## config.mk

```make
export PLATFORM = sky130hd
export DESIGN_NAME = rowalloc_top
export DESIGN_NICKNAME = d
export VERILOG_FILES = /design/src/rtl/rowalloc_pkg.sv /design/src/rtl/rowalloc_deps.sv /design/src/rtl/rowalloc_finder.sv /design/src/rtl/rowalloc_map.sv /design/src/rtl/rowalloc_top.sv
export SDC_FILE = /design/constraint.sdc
export NUM_CORES = 1
export LEC_CHECK = 0
export ABC_AREA = 0
export BUFFER_PORTS_ARGS = -buffer_cell sky130_fd_sc_hd__buf_2
export CAP_MARGIN = 5
export CORE_ASPECT_RATIO = 0.75
export CORE_MARGIN = 1.5
export CORE_UTILIZATION = 40
export DETAILED_ROUTE_END_ITERATION = 10
export GPL_TIMING_DRIVEN = 1
export PLACE_DENSITY = 0.55
export SYNTH_ARGS = -nofsm -noshare
export SYNTH_HDL_FRONTEND = slang
export SYNTH_SLANG_ARGS = --single-unit
```

## constraint.sdc

```tcl
create_clock -name clk -period 25.1 [get_ports clk]
set_input_delay 5.02 -clock clk [delete_from_list [all_inputs] [get_ports clk]]
set_output_delay 5.02 -clock clk [all_outputs]
set_load 0.05 [all_outputs]
```

## src/rtl/rowalloc_pkg.sv

```systemverilog
package rowalloc_pkg;

  // Bits needed to index n items, at least one.
  function automatic int bits_for(input int n);
    return (n > 1) ? $clog2(n) : 1;
  endfunction

  typedef enum logic [1:0] {
    PLACE_CUR   = 2'd0,
    PLACE_FRESH = 2'd1,
    PLACE_NONE  = 2'd2
  } place_kind_e;

endpackage

```

## src/rtl/rowalloc_deps.sv

```systemverilog
// Producer table: records the row that last wrote each register in the
// open configuration and derives the lowest legal row for a new entry.
module rowalloc_deps #(
  parameter int NREG = 32,
  parameter int RA_W = 5,
  parameter int HW   = 3
) (
  input  logic            clk,
  input  logic            rst,
  input  logic            clear,
  input  logic [RA_W-1:0] src_a,
  input  logic [RA_W-1:0] src_b,
  input  logic            wr_en,
  input  logic [RA_W-1:0] wr_reg,
  input  logic [HW-1:0]   wr_row,
  output logic [HW-1:0]   min_row
);

  logic [HW-1:0]   row_mem [NREG];
  logic [NREG-1:0] seen;
  logic [HW-1:0]   lvl_a, lvl_b;

  // Row storage carries no reset so it can map onto RAM.
  always_ff @(posedge clk) begin
    if (wr_en) row_mem[wr_reg] <= wr_row;
  end

  always_ff @(posedge clk) begin
    if (rst) begin
      seen <= '0;
    end else begin
      if (clear) seen <= '0;
      if (wr_en) seen[wr_reg] <= 1'b1;
    end
  end

  always_comb begin
    lvl_a = '0;
    lvl_b = '0;
    if (src_a != '0 && seen[src_a]) lvl_a = row_mem[src_a] + HW'(1);
    if (src_b != '0 && seen[src_b]) lvl_b = row_mem[src_b] + HW'(1);
    min_row = (lvl_a > lvl_b) ? lvl_a : lvl_b;
  end

endmodule

```

## src/rtl/rowalloc_finder.sv

```systemverilog
// Bottom-left first-free search over a busy map, restricted to rows at or
// above a minimum row.
module rowalloc_finder #(
  parameter int ROWS = 5,
  parameter int COLS = 5,
  parameter int HW   = 3,
  parameter int RW   = 3,
  parameter int CW   = 3
) (
  input  logic [ROWS*COLS-1:0] busy,
  input  logic [HW-1:0]        min_row,
  output logic                 found,
  output logic [RW-1:0]        row,
  output logic [CW-1:0]        col
);

  logic [COLS-1:0] free_c [ROWS];
  logic [ROWS-1:0] row_ok;

  genvar r;
  generate
    for (r = 0; r < ROWS; r++) begin : g_row
      assign free_c[r] = ~busy[r*COLS +: COLS];
      assign row_ok[r] = (|free_c[r]) && (r >= int'(min_row));
    end
  endgenerate

  always_comb begin
    found = 1'b0;
    row   = '0;
    col   = '0;
    for (int i = ROWS - 1; i >= 0; i--) begin
      if (row_ok[i]) begin
        found = 1'b1;
        row   = RW'(i);
      end
    end
    for (int j = COLS - 1; j >= 0; j--) begin
      if (free_c[row][j]) col = CW'(j);
    end
  end

endmodule

```

## src/rtl/rowalloc_map.sv

```systemverilog
// Busy map plus defect copy; searches the live map and a fresh map.
module rowalloc_map #(
  parameter int ROWS = 5,
  parameter int COLS = 5,
  parameter int HW   = 3,
  parameter int RW   = 3,
  parameter int CW   = 3
) (
  input  logic                 clk,
  input  logic                 rst,
  input  logic                 load,
  input  logic [ROWS*COLS-1:0] load_mask,
  input  logic [HW-1:0]        min_row,
  input  logic                 commit,
  input  logic                 use_fresh,
  input  logic                 mark_en,
  input  logic [RW-1:0]        mark_row,
  input  logic [CW-1:0]        mark_col,
  output logic                 cur_found,
  output logic [RW-1:0]        cur_row,
  output logic [CW-1:0]        cur_col,
  output logic                 fresh_found,
  output logic [RW-1:0]        fresh_row,
  output logic [CW-1:0]        fresh_col
);

  localparam int NU = ROWS * COLS;

  logic [NU-1:0] busy_q, defect_q, mark_vec, base;

  always_comb begin
    mark_vec = '0;
    if (mark_en) mark_vec[int'(mark_row) * COLS + int'(mark_col)] = 1'b1;
    base = use_fresh ? defect_q : busy_q;
  end

  always_ff @(posedge clk) begin
    if (rst) begin
      busy_q   <= '0;
      defect_q <= '0;
    end else if (load) begin
      busy_q   <= load_mask;
      defect_q <= load_mask;
    end else if (commit) begin
      busy_q <= base | mark_vec;
    end
  end

  rowalloc_finder #(.ROWS(ROWS), .COLS(COLS), .HW(HW), .RW(RW), .CW(CW)) u_cur (
    .busy(busy_q), .min_row(min_row),
    .found(cur_found), .row(cur_row), .col(cur_col)
  );

  rowalloc_finder #(.ROWS(ROWS), .COLS(COLS), .HW(HW), .RW(RW), .CW(CW)) u_fresh (
    .busy(defect_q), .min_row(HW'(0)),
    .found(fresh_found), .row(fresh_row), .col(fresh_col)
  );

endmodule

```

## src/rtl/rowalloc_top.sv

```systemverilog
module rowalloc_top #(
  parameter int ROWS = 5,
  parameter int COLS = 5,
  parameter int NREG = 32,
  parameter int PC_W = 32
) (
  input  logic                                       clk,
  input  logic                                       rst,
  input  logic                                       defect_load,
  input  logic [ROWS*COLS-1:0]                       defect_mask,
  input  logic                                       in_valid,
  output logic                                       in_ready,
  input  logic [PC_W-1:0]                            in_pc,
  input  logic [rowalloc_pkg::bits_for(NREG)-1:0]    in_src_a,
  input  logic [rowalloc_pkg::bits_for(NREG)-1:0]    in_src_b,
  input  logic [rowalloc_pkg::bits_for(NREG)-1:0]    in_dst,
  output logic                                       out_valid,
  input  logic                                       out_ready,
  output logic [rowalloc_pkg::bits_for(ROWS)-1:0]    out_row,
  output logic [rowalloc_pkg::bits_for(COLS)-1:0]    out_col,
  output logic                                       out_new_cfg,
  output logic [PC_W-1:0]                            out_cfg_pc,
  output logic                                       out_unplaceable
);
  import rowalloc_pkg::*;

  localparam int RA_W = bits_for(NREG);
  localparam int RW   = bits_for(ROWS);
  localparam int CW   = bits_for(COLS);
  localparam int HW   = bits_for(ROWS + 1);

  logic            accept, start_cfg, placed, cfg_open;
  logic [PC_W-1:0] cfg_pc;
  logic [HW-1:0]   min_row;
  logic            cur_found, fresh_found;
  logic [RW-1:0]   cur_row, fresh_row, sel_row;
  logic [CW-1:0]   cur_col, fresh_col, sel_col;
  place_kind_e     kind;

  assign in_ready  = (!out_valid || out_ready) && !defect_load;
  assign accept    = in_valid && in_ready;
  assign start_cfg = !cfg_open || !cur_found;

  always_comb begin
    if (!start_cfg)      kind = PLACE_CUR;
    else if (fresh_found) kind = PLACE_FRESH;
    else                  kind = PLACE_NONE;
    case (kind)
      PLACE_CUR:   begin sel_row = cur_row;   sel_col = cur_col;   end
      PLACE_FRESH: begin sel_row = fresh_row; sel_col = fresh_col; end
      default:     begin sel_row = '0;        sel_col = '0;        end
    endcase
    placed = (kind != PLACE_NONE);
  end

  rowalloc_deps #(.NREG(NREG), .RA_W(RA_W), .HW(HW)) u_deps (
    .clk(clk), .rst(rst),
    .clear((accept && start_cfg) || defect_load),
    .src_a(in_src_a), .src_b(in_src_b),
    .wr_en(accept && placed && (in_dst != '0)),
    .wr_reg(in_dst), .wr_row(HW'(sel_row)),
    .min_row(min_row)
  );

  rowalloc_map #(.ROWS(ROWS), .COLS(COLS), .HW(HW), .RW(RW), .CW(CW)) u_map (
    .clk(clk), .rst(rst),
    .load(defect_load), .load_mask(defect_mask),
    .min_row(min_row),
    .commit(accept), .use_fresh(start_cfg),
    .mark_en(placed), .mark_row(sel_row), .mark_col(sel_col),
    .cur_found(cur_found), .cur_row(cur_row), .cur_col(cur_col),
    .fresh_found(fresh_found), .fresh_row(fresh_row), .fresh_col(fresh_col)
  );

  always_ff @(posedge clk) begin
    if (rst) begin
      cfg_open <= 1'b0;
      cfg_pc   <= '0;
    end else if (defect_load) begin
      cfg_open <= 1'b0;
    end else if (accept) begin
      cfg_open <= placed;
      if (start_cfg) cfg_pc <= in_pc;
    end
  end

  always_ff @(posedge clk) begin
    if (rst) begin
      out_valid       <= 1'b0;
      out_row         <= '0;
      out_col         <= '0;
      out_new_cfg     <= 1'b0;
      out_cfg_pc      <= '0;
      out_unplaceable <= 1'b0;
    end else if (accept) begin
      out_valid       <= 1'b1;
      out_row         <= sel_row;
      out_col         <= sel_col;
      out_new_cfg     <= start_cfg;
      out_cfg_pc      <= start_cfg ? in_pc : cfg_pc;
      out_unplaceable <= !placed;
    end else if (out_ready) begin
      out_valid <= 1'b0;
    end
  end

endmodule

```

After elaboration in Yosys (flattened, before gate mapping) --
Memories as Yosys holds them, arrays and structs flattened. Index checks and enable logic that the tools add are counted.
Storage, ports and cells: register bits 156, latch bits 0, memory bits (writable) 96, ROM bits 0, bits of input ports 77, word-level logic and storage cells 150, memories 1
Memories:
- u_deps.row_mem | depth 32, width 3, read ports 2, clocked after memory_dff 0, wr ports 1, RTL line rowalloc_deps.sv:19 | logic [HW-1:0] row_mem [NREG];
Operators by class: add/sub/neg operators 3, $mul 1, div/mod/pow operators 0, magnitude comparators 14, equality and inequality tests 2, shifts and indexed selects 0, multiplexer cells 63, bitwise logic cells 15, reductions and logical operators 40
Operator list (count):
- $mux 32 | 4
- $mux 25 | 4
- $mux 3 | 23
- $not 5->5 | 10
- $reduce_or 5->1 | 10
- $add 32x4->32 | 1
- $ge 32x1->1 const B | 1
- $lt 32x7->1 const B | 1
- $or 32x32->32 | 1
- $bmux 5 s3 | 2
- $or 25x25->25 | 1
- $mux 5 | 4
- $lt 5x6->1 const B | 3
- $mux 1 | 18
- $reduce_bool 5->1 | 3
- $logic_and 1x1->1 | 14
- $pmux 3 s2 | 2
- $bmux 1 s5 | 2
- $demux 1 s5 | 2
- $ge 4x4->1 const B | 2
- $not 3->4 | 2
- $add 3x1->3 const B | 2
- $ge 1x3->1 const A | 2
- $ge 2x3->1 const A | 2
- other kinds (14) | 22

Depth between registers and ports, before layout --
Gate-level depths: netlist (run 1).
word-level depth 32, gate-level depth with buffers 35

Hierarchy --
Synthesis (run 1) repeated with hierarchy kept, for this count alone.
Unflattened totals: cell total of the unflattened synthesis 1339, area total of the unflattened synthesis 13670.6 um^2
By module, submodules not included:
- rowalloc_deps | times used 1, cells each 505, area each 6507.5 um^2, seq. area each 3503.4 um^2
- rowalloc_top | times used 1, cells each 402, area each 3438.3 um^2, seq. area each 1481.4 um^2
- rowalloc_map | times used 1, cells each 302, area each 2798.9 um^2, seq. area each 1001.0 um^2
- rowalloc_finder | times used 2, cells each 65, area each 462.9 um^2, seq. area each 0.0 um^2

Worst setup path before layout (run 1) --
Ideal clock, no wire load.
path kind input port to flip-flop, from input in_src_a[0] in the netlist's numbering, to register u_map.busy_q[18], library setup time 0.070 ns, arrival 12.627 ns, data required time 25.030 ns, path slack 12.403 ns, cell stages on the path 31, buffers on the path 6, path through buf_6 buf_6 buf_2 buf_2 mux4_2 mux4_2 nand2_1 nand2_1 ha_1 xnor2_1 nor2_1 ha_1 o21ai_0 nand2b_1 inv_1 o32ai_2 a211oi_1 or3_4 o21a_2 buf_4 o21ai_1 ha_1 ha_1 clkbuf_1 nand2b_1 a2111oi_0 a31oi_1 nor2_1 a21oi_1 a211o_1 a21oi_1
On the way: elaborated cells on any way between the ends 58, those cells by class add/sub: 2; mul: 1; order compare: 8; eq/ne: 2; mux: 31; bitwise: 2; reduce/logical: 11; memory: 1
RTL lines:
- start, declared | RTL line rowalloc_top.sv:14 | input logic [rowalloc_pkg::bits_for(NREG)-1:0] in_src_a,
- branches (longest 3 deep; another with $mem_v2 32x3)
- $mux 3 (*) | RTL line rowalloc_deps.sv:40 | if (src_a != '0 && seen[src_a]) lvl_a = row_mem[src_a] + HW'(1);
- $gt 3x3->1 | RTL line rowalloc_deps.sv:42 | min_row = (lvl_a > lvl_b) ? lvl_a : lvl_b;
- $mux 3 (*) | RTL line rowalloc_deps.sv:42
- $ge 3x3->1 | RTL line rowalloc_finder.sv:24 | assign row_ok[r] = (|free_c[r]) && (r >= int'(min_row));
- $logic_and 1x1->1 | RTL line rowalloc_finder.sv:24
- $mux 1 (5 in series) | RTL line rowalloc_finder.sv:33 | if (row_ok[i]) begin
- $logic_not 1->1 | RTL line rowalloc_top.sv:42 | assign start_cfg = !cfg_open || !cur_found;
- (+4 left out)
- net sel_row[1] | RTL line rowalloc_top.sv:36 | logic [RW-1:0] cur_row, fresh_row, sel_row;
- (+2 left out)
- $ge 32x1->1 (implied by the code) or $lt 32x7->1 (tied branches) | RTL line rowalloc_map.sv:33 | if (mark_en) mark_vec[int'(mark_row) * COLS + int'(mark_col)] = 1'b1;
- $logic_and 1x1->1 (implied by the code) | RTL line rowalloc_map.sv:33
- $mux 1 (implied by the code) | RTL line rowalloc_map.sv:33
- $demux 1 s5 (*) | RTL line rowalloc_map.sv:33
- $mux 25 (*) | RTL line rowalloc_map.sv:33
- $or 25x25->25 (*) | RTL line rowalloc_map.sv:45 | busy_q <= base | mark_vec;
- $mux 25 (*) | RTL line rowalloc_map.sv:44 | end else if (commit) begin
- $mux 25 (*) | RTL line rowalloc_map.sv:41 | end else if (load) begin
- end signal, assigned | RTL line rowalloc_map.sv:42 | busy_q <= load_mask;
- end signal, assigned | RTL line rowalloc_map.sv:45
- end, declared | RTL line rowalloc_map.sv:29 | logic [NU-1:0] busy_q, defect_q, mark_vec, base;
Mark *: on every way through the listed nets, which the timed path passes. The select of a mux whose other input is x is not followed. A chain may end at the register's enable or synchronous reset.

Worst setup path in the final report (run 1) --
from input in_src_b[0] in the netlist's numbering, to register u_map.busy_q[17]
On the way: elaborated cells on any way between the ends 58, those cells by class add/sub: 2; mul: 1; order compare: 8; eq/ne: 2; mux: 31; bitwise: 2; reduce/logical: 11; memory: 1
RTL lines:
- start, declared | RTL line rowalloc_top.sv:15 | input logic [rowalloc_pkg::bits_for(NREG)-1:0] in_src_b,
- branches (longest 3 deep; another with $mem_v2 32x3)
- $mux 3 (*) | RTL line rowalloc_deps.sv:41 | if (src_b != '0 && seen[src_b]) lvl_b = row_mem[src_b] + HW'(1);
- $gt 3x3->1 | RTL line rowalloc_deps.sv:42
- $mux 3 (*) | RTL line rowalloc_deps.sv:42
- $ge 3x3->1 | RTL line rowalloc_finder.sv:24
- $logic_and 1x1->1 | RTL line rowalloc_finder.sv:24
- $mux 1 (5 in series) | RTL line rowalloc_finder.sv:33
- $logic_not 1->1 | RTL line rowalloc_top.sv:42
- (+4 left out)
- net sel_row[1] | RTL line rowalloc_top.sv:36
- (+2 left out)
- $ge 32x1->1 (implied by the code) or $lt 32x7->1 (tied branches) | RTL line rowalloc_map.sv:33
- $logic_and 1x1->1 (implied by the code) | RTL line rowalloc_map.sv:33
- $mux 1 (implied by the code) | RTL line rowalloc_map.sv:33
- $demux 1 s5 (*) | RTL line rowalloc_map.sv:33
- $mux 25 (*) | RTL line rowalloc_map.sv:33
- $or 25x25->25 (*) | RTL line rowalloc_map.sv:45
- $mux 25 (*) | RTL line rowalloc_map.sv:44
- $mux 25 (*) | RTL line rowalloc_map.sv:41
Marked as above.

==> results by stage, run 1 <==
Layout:
- In the layout the commonest cells are sky130_fd_sc_hd__nand2_1 (172), sky130_fd_sc_hd__dfxtp_1 (156), sky130_fd_sc_hd__nor2_1 (137), sky130_fd_sc_hd__buf_2 (117), sky130_fd_sc_hd__edfxtp_1 (96).
- After the flow finishes, the layout carries non-filler instances totaling 1,821.
- The layout overhead on the synthesized area is 12.57%.
- The fraction of final layout cells with drive strength greater than 1 is 18.00%.
- After the last flow step, the layout net total stands at between 1,000 and 1,500.
- The most frequent standard cell in the layout excluding fill and tap cells is sky130_fd_sc_hd__nand2_1.

Yosys:
- Synthesis handed over a netlist of roughly 1,300 instances.
- The proportion of register bits with asynchronous set or reset after synthesis is 0%.
- After synthesis the netlist holds a flip-flop and latch count of between 200 and 300.
- The average cell area after synthesis is ~10 um^2.
- Yosys mapped a number of flops with a built-in enable equal to between 90 and 100.
- The Yosys warning count is 0.
- The most used flip-flop cell after synthesis is sky130_fd_sc_hd__dfxtp_1.
- The synthesized netlist occupies a cell area of roughly 13,000 um^2.
- Sequential elements use a little under half of the synthesized area.
- In this run, distinct cell masters in the synthesized netlist total between 80 and 90.

Clocking:
- Clock tree synthesis found a total of between 200 and 300 sinks.
- The number of buffers created by CTS is 26.
- Once the clock tree was built, the setup fixing pass inserted 0 buffers.
- The hold-fix buffer count after cts is 0.
- CTS built an H-tree with a depth of 1.
- The clock-pin slew on the worst setup and hold paths is 70 ps.
- The post-cts sizing count is 0.
- The buffer cell driving the clock tree root is sky130_fd_sc_hd__clkbuf_16.
- The CTS tree is built.
- The clock reaches the later pin of the worst-skew pair after 560 ps.
- The maximum count of clock buffers along a single path is 3.

Worst setup path:
- On the worst path, the slowest cell contributes a delay of about 800 ps.
- The length in cells of the worst reg-to-reg path is 29.
- The worst setup path is launched from an input pin.
- Among the stages of the critical path, the cell type that occurs most often is sky130_fd_sc_hd__ha_1.
- STA classifies the critical path endpoint as a flip-flop.
- Of all nets on the critical path, the largest fanout is 67.
- The arrival time of the worst setup path is about 13,000 ps.
- The critical path is of the in2reg type.
- Among all stages on the critical path, the largest delay is contributed by sky130_fd_sc_hd__a221oi_2.
- For the worst setup path, the data required time is 25,570 ps.

Power:
- The total power density per cell area is around 67 nW/um^2.
- The analysis attributes to cell leakage a power of 5.542 nW.
- Cell internal power was estimated by the tool at approximately 700 uW.
- The clock group share of total power is 38.6%.
- IR analysis of the VDD net gives a maximum drop of between 0.00005 and 0.00006 V.
- Of the total power, combinational logic draws about 16%.
- Registers are responsible for a little under half of the overall power.
- The switching power total is approximately 280 uW.
- The share of total power consumed by net switching is between 20% and 30%.

Global route:
- The largest net degree at the start of global routing is 70.
- The global routing usage summed across all routing layers is 23.53%.
- The total overflow left after global routing is 0.
- The met3 routing resource usage after global routing is 5.207%.
- The via count of the first global-routing pass is between 9,000 and 10,000.
- The global-route met2 utilization is about a third.
- The number of antenna violations at the first check in global routing is 2.
- In this run the most used layer during global routing was met1.
- The met1 global-route usage is between 30% and 40%.
- The first-pass GRT wire length is between 60,000 and 70,000 um.

Floorplan:
- The die is approximately 210 um wide.
- The overall die area is about 34,000 um^2.
- The top-level I/O count is around 120.
- The core area is 31,600 um^2.
- Row generation in the floorplan step produced 56 rows.
- Once the floorplan was initialized, standard cells occupied between 40% and 50% of the core.
- The die span in y is ~160 um.

Route:
- In this run the remaining antenna-violating nets after routing total 0.
- The DRC violation count after routing is 0.
- The number of violations reported at the end of detailed-routing iteration 0 is approximately 1,200.
- The number of detailed-routing iterations run before antenna repair is 7.
- The routed length per instance is around 22 um.
- The final layout contains routed wiring with a total length of 39,870 um.
- Detailed routing inserted a total of about 11,000 vias.
- Using the TritonRoute via totals, the vias-per-cell ratio works out to 5.939.

STA:
- The largest clock skew in the final design is between 20 and 30 ps.
- The number of setup violations in the final report is 0.
- For the pin with the worst max-slew slack, the measured transition is between 1000 and 1500 ps.
- The sum of negative setup slack is 0 ps.
- The worst path needs roughly 13,000 ps of the cycle, external delays included.
- Setup repair after global routing left no endpoint under its margin.
- The count of pins over their slew limit was 0.
- The final hold violation count is 0.
- The relative max-transition margin is 32.20%.
- The highest clock rate is around 80 MHz.
- The worst path uses about 50% of the clock period.

Placed design:
- The count of buffers added on input and output ports is around 120.
- The HPWL after detailed placement is between 20,000 and 30,000 um.
- The routability congestion estimate from global placement is ~0.91.
- The cell count after placement is between 1,500 and 2,000.

Worst hold path:
- The worst hold path class is reg2reg.
- Counting instances, the worst hold path has a depth of 2.

Run status:
- The run finished with clean final reports.

Flow run:
- The number of violations of the max-capacitance limit is 0.
==> cell type report <==
type	count	area, um^2
Clock inverter	9	61.31
Antenna cell	3	7.507
Timing Repair Buffer	133	705.7
Tap cell	435	544.3
Inverter	16	60.06
Sequential cell	252	6006
Multi-Input combinational cell	935	6474
Clock buffer	38	767.0
Fill cell	3038	16980
==> cells in the mapped netlist (4+ instances only) <==
cell	count	area, um^2
sky130_fd_sc_hd__nand2_1	172	645.6
sky130_fd_sc_hd__dfxtp_1	156	3123
sky130_fd_sc_hd__nor2_1	137	514.2
sky130_fd_sc_hd__edfxtp_1	96	2883
sky130_fd_sc_hd__mux2i_1	93	930.9
sky130_fd_sc_hd__a21oi_1	91	455.4
sky130_fd_sc_hd__clkbuf_1	48	180.2
sky130_fd_sc_hd__a22oi_1	36	270.3
sky130_fd_sc_hd__a311oi_1	34	297.8
sky130_fd_sc_hd__mux4_2	34	765.7
sky130_fd_sc_hd__o2bb2ai_1	31	271.5
sky130_fd_sc_hd__nand3_1	30	150.1
sky130_fd_sc_hd__a211oi_1	26	195.2
sky130_fd_sc_hd__buf_2	26	130.1
sky130_fd_sc_hd__nor2b_1	24	150.1
sky130_fd_sc_hd__o21ai_0	21	105.1
sky130_fd_sc_hd__a211o_1	19	166.4
sky130_fd_sc_hd__inv_1	15	56.30
sky130_fd_sc_hd__buf_4	12	90.09
sky130_fd_sc_hd__nand2b_1	12	75.07
sky130_fd_sc_hd__and3_1	11	68.82
sky130_fd_sc_hd__ha_1	11	137.6
sky130_fd_sc_hd__nor4_1	11	68.82
sky130_fd_sc_hd__a222oi_1	10	100.1
sky130_fd_sc_hd__nor3_1	10	50.05
sky130_fd_sc_hd__or2_2	8	50.05
sky130_fd_sc_hd__or3_1	8	50.05
sky130_fd_sc_hd__and2_1	6	37.54
sky130_fd_sc_hd__buf_1	6	22.52
sky130_fd_sc_hd__mux2_2	6	67.56
sky130_fd_sc_hd__a31oi_1	5	31.28
sky130_fd_sc_hd__buf_6	5	56.30
sky130_fd_sc_hd__a32oi_1	4	35.03
sky130_fd_sc_hd__nor3b_1	4	30.03
sky130_fd_sc_hd__xnor2_1	4	35.03
==> worst paths after layout <==
kind	start	to	slack, ps
max	in_src_b[0]	u_map.busy_q[17]	12250
max reg2reg	u_deps.row_mem[19][1]	u_map.busy_q[17]	17090
min	out_unplaceable	out_unplaceable	450
min reg2reg	out_unplaceable	out_unplaceable	450
==> power by group through the flow <==
stage,combinational [mW],clock (mW),sequential [mW]
global route,0.165,0.402,0.450
detailed placement,0.149,0,0.457
finish,0.151,0.377,0.449
global placement,0.149,0,0.457
floorplan,0.0962,0,0.467
CTS,0.149,0.383,0.448
==> logic make-up (layout without fill, tap and decap cells) <==
family | count (synthesis) | count (layout) | share of synthesized area [%]
xor+xnor | 6 | 6 | 0.4045
fa+ha+maj | 12 | 12 | 1.213
other cells | 1 | 6 | 0.02886
simple gates | 450 | 450 | 15.63
buf+inv | 113 | 196 | 4.150
flops | 252 | 252 | 46.22
compound gates | 331 | 331 | 18.77
mux | 133 | 133 | 13.58
==> registers in the layout (all words and copies together), names as in the netlist <==
register and cells:
u_deps.row_mem 96, out_unplaceable 1, out_new_cfg 1, out_col 3, u_deps.seen 32, u_map.defect_q 25
out_cfg_pc 32, u_map.busy_q 25, cfg_pc 32, out_valid 1, cfg_open 1, out_row 3
==> worst max-delay path: cells and delay by family <==
family	cells	cell delay (ps)
compound gates	10	2390
fa+ha+maj	4	1350
buf+inv	3	1540
mux	3	1380
simple gates	9	1590
==> per-layer routing <==
| layer | routed length, um | part of all wire [%] |
|---|---|---|
| met1 | 18960 | 48 |
| met2 | 16010 | 40 |
| met3 | 4067 | 10 |
| met4 | 836 | 2.1 |
| met5 | 0 | 0 |
==> per-stage QoR <==
step	hold slack [ps]	total power, mW	instance area, um^2	setup slack, ps	util [%]
CTS	455.1	0.9810	14620	12310	46.26
global route	472.9	1.017	14620	11490	46.27
detailed placement	445.4	0.6062	13790	11740	43.64
global placement	441.1	0.6066	13790	11780	43.64
finish	453.0	0.9769	14630	12250	46.28
floorplan	436.6	0.5631	13000	12400	-
Power figures use the tool's default switching activity.
==> inputs of run 2 (changes only) <==
clock period = 12.25 ns   (was 25.1 ns; I/O delays follow)
==> run 2 against run 1 <==
Sequential power is 100% higher. Non-clock buffer count is 3 higher. Combinational power is 110% higher. Flip-flop and latch count stayed put. First-iteration DRC count is 14% higher. Hold slack better by 2.0 ps. Critical endpoint is now u_map.busy_q[19]. Highest routed layer unchanged.
==> results by stage, run 2 (synthesis gave the netlist of run 1 again) <==
Worst setup path:
- The number of buffers and inverters on the critical path is 2.
- STA puts the critical path data required time at ~13,000 ps.
- STA classifies the critical path startpoint as an input pin.
- The gate family responsible for the most delay along the worst path is compound AO/OA/AOI/OAI gates.
- The worst register-to-register path begins at u_deps.row_mem[27][1].
- The kind of end point of the critical path is a flip-flop.
- Data arrives at the worst endpoint at between 10,000 and 15,000 ps.
- The top fanout value on the critical path is 36.
- The most used cell along the critical path is sky130_fd_sc_hd__ha_1.
- The worst register-to-register path ends at u_map.busy_q[19].
- The cell with the biggest individual delay on the critical path is sky130_fd_sc_hd__buf_2.
- The critical setup path kind is in2reg.
- The worst register-to-register path has a setup slack of 4370 ps.
- For this run, the slowest stage of the critical path takes slightly below 800 ps.
- The worst register-to-register path has a depth of 28.

Layout:
- Leaving out fill and tap cells, the most frequent cell in the layout is sky130_fd_sc_hd__nand2_1.
- The final core area utilization is between 40% and 50%.
- The fraction of final layout cells with drive strength greater than 1 is between 10% and 20%.
- After filler insertion, the fill cell instance count of the layout stands at 3,042.
- The number of flip-flops under the largest register name is between 90 and 100.
- The summed area of non-filler cells in the final layout is between 10,000 and 15,000 um^2.
- The final net count is 1,456.
- The library cells used most frequently in the layout, excluding fill and tap cells, are sky130_fd_sc_hd__nand2_1 (172), sky130_fd_sc_hd__dfxtp_1 (156), sky130_fd_sc_hd__nor2_1 (137), sky130_fd_sc_hd__buf_2 (117), sky130_fd_sc_hd__edfxtp_1 (96).
- From synthesis to final layout, the design area changed by 12.72%.
- Ranked by flip-flop count, first place goes to u_deps.row_mem.

Route:
- The routed length per instance is ~22 um.
- Dividing the detail-routed via count by the number of cells gives ~5.9.
- The final wirelength is just under 40,000 um.
- After detailed routing, the number of remaining DRC violations is 0.
- The number of violations reported at the end of detailed-routing iteration 0 is ~1,400.
- The number of detailed-routing iterations run before antenna repair is 6.
- The overall via count from detail_route is 10,766.
- The count of antenna-violating nets left after detailed routing is 0.

Clocking:
- The maximum count of clock buffers along a single path is 3.
- The hold-fix buffer count after cts is 0.
- Clock tree synthesis selected as its root buffer the cell sky130_fd_sc_hd__clkbuf_16.
- The tree built by TritonCTS fans out to about 250 sinks.
- The post-cts sizing count is 0.
- The post-CTS setup repair buffer count is 0.
- The clock-pin slew on the worst setup and hold paths is approximately 60 ps.
- The number of buffers created by CTS is 26.
- CTS built an H-tree with a depth of 1.
- TritonCTS built the clock tree.
- The clock latency of the later-clocked register in the worst-skew pair is 550 ps.

Global route:
- Global routing consumed, on the met1 layer, between 30% and 40% of the routing resources.
- The global-route met2 utilization is between 30% and 40%.
- Global routing used approximately 23% of the available tracks across all layers.
- Entering global routing, the biggest net connects between 80 and 90 pins.
- For met3 alone, demand over resource in global routing was ~5.2%.
- The first global-routing pass estimated between 60,000 and 70,000 um of wire.
- In this run the most used layer during global routing was met1.
- The via count of the first global-routing pass was between 9,000 and 10,000.
- The final global-route overflow total is 0.
- The number of antenna violations at the first check in global routing is 1.

STA:
- The largest clock skew in the final design is ~14 ps.
- The worst path uses a little over four fifths of the clock period.
- Setup violations remaining at the end of the flow were counted as 0.
- Counting I/O delays and the setup requirement, the final critical path takes roughly 10,000 ps.
- The count of pins over their slew limit is 0.
- The relative max-transition margin is between 20% and 30%.
- The final hold violation count is 0.
- The highest clock rate is 97.23 MHz.
- For the pin with the worst max-slew slack, the measured transition is between 1000 and 1500 ps.
- Adding up every negative setup slack in the final design gives 0 ps.
- The minimum setup slack in the final design is 1965 ps.
- Setup repair after global routing left no endpoint under its margin.

Floorplan:
- The horizontal die dimension is ~210 um.
- The core area is 31,600 um^2.
- The die span in y is 159.1 um.
- The floorplan row count is 56.
- The initial standard-cell utilization of the core is 41.11%.
- The die covers roughly 34,000 um^2.
- The top-level I/O count is around 120.

Power:
- Sequential cells burn a little under half of the power.
- Of the total power, combinational logic draws between 10% and 20%.
- The clock group share of total power is a little under two fifths.
- Dividing total power by cell area gives a power density of roughly 140 nW/um^2.
- The internal power is ~1.4 mW.
- Of the total power, the share spent switching nets is between 20 and 30%.
- The switching power total is about 570 uW.
- For this design the static power due to leakage is 5.557 nW.
- Across the VDD grid, the largest voltage drop is ~0.00011 V.

Worst hold path:
- The worst hold path passes through 2 cells.
- The startpoint of the worst hold path is cfg_pc[9].
- The min-delay analysis places its worst path in the category reg2reg.
- The capture endpoint of the worst hold path is cfg_pc[9].

Run status:
- The flow ran to the end, and the final reports show no timing, DRC or antenna violations.

Placed design:
- The count of buffers added on input and output ports is 118.
- OpenSTA, run right after detailed placement, puts the worst setup slack at around 1500 ps.
- After legalization and detailed placement, the total HPWL measured 27,980 um.
- The placed instances occupy a cell area of about 14,000 um^2.
- The congestion estimate from routability-driven global placement came to between 0.9 and 1.

Flow run:
- The tool flagged a number of max-cap violations equal to 0.
run 2: cell count changes in the layout (fill, tap and decap cells not counted):
cell	change
sky130_fd_sc_hd__inv_6	+1
sky130_fd_sc_hd__buf_4	+3
sky130_fd_sc_hd__clkinv_2	-1
sky130_fd_sc_hd__diode_2	-2
sky130_fd_sc_hd__clkbuf_8	-1
sky130_fd_sc_hd__clkinv_4	+1
sky130_fd_sc_hd__clkinv_1	+1
run 2: cell type report:
| type | count | area, um^2 | area share [%] |
|---|---|---|---|
| Multi-Input combinational cell | 935 | 6474 | 44.20 |
| Sequential cell | 252 | 6006 | 41.01 |
| Clock buffer | 37 | 753.2 | 5.143 |
| Timing Repair Buffer | 136 | 728.2 | 4.972 |
| Tap cell | 435 | 544.3 | 3.716 |
| Clock inverter | 11 | 77.57 | 0.5297 |
| Inverter | 16 | 60.06 | 0.4101 |
| Antenna cell | 1 | 2.502 | 0.01709 |
run 2: worst reg2reg max path: cells and delay by family, from the launching register on:
family | cells | cell delay, ps
AND/OR/NAND/NOR | 9 | 1750
buffers and inverters | 1 | 220
multiplexers | 4 | 1830
AO/OA/AOI/OAI | 9 | 1960
flip-flops | 1 | 430
adder cells (fa/ha/maj) | 5 | 1610
run 2: power by group through the flow:
stage	Clock [mW]	Sequential (mW)	Combinational, mW
floorplan	0	0.957	0.197
global placement	0	0.936	0.311
detailed placement	0	0.936	0.310
CTS	0.788	0.918	0.311
global route	0.823	0.921	0.341
finish	0.770	0.918	0.314
run 2: worst max-delay path by stage:
stage                start          endpoint  cells after the start
2_1_floorplan  in_src_a[0]  u_map.busy_q[18]                     31
3_3_place_gp   in_src_a[0]  u_map.busy_q[17]                     30
3_5_place_dp   in_src_a[0]  u_map.busy_q[19]                     30
4_1_cts        in_src_a[0]  u_map.busy_q[19]                     30
5_1_grt        in_src_a[0]  u_map.busy_q[19]                     29
6_report       in_src_a[0]  u_map.busy_q[19]                     30
run 2: layer usage:
metal | share of wire, % | up-vias
met3 | 9.1 | 47
met1 | 49 | 5219
li1 | - | 5028
met5 | 0 | -
met4 | 1.6 | 0
met2 | 40 | 472
run 2: per-stage QoR:
stage	hold slack, ps	instances	power (mW)
2_1_floorplan	436.6	1300	1.154
3_3_place_gp	441.5	1774	1.247
3_5_place_dp	446.7	1774	1.245
4_1_cts	455.6	1822	2.016
5_1_grt	470.7	1822	2.085
6_report	455.0	1823	2.003
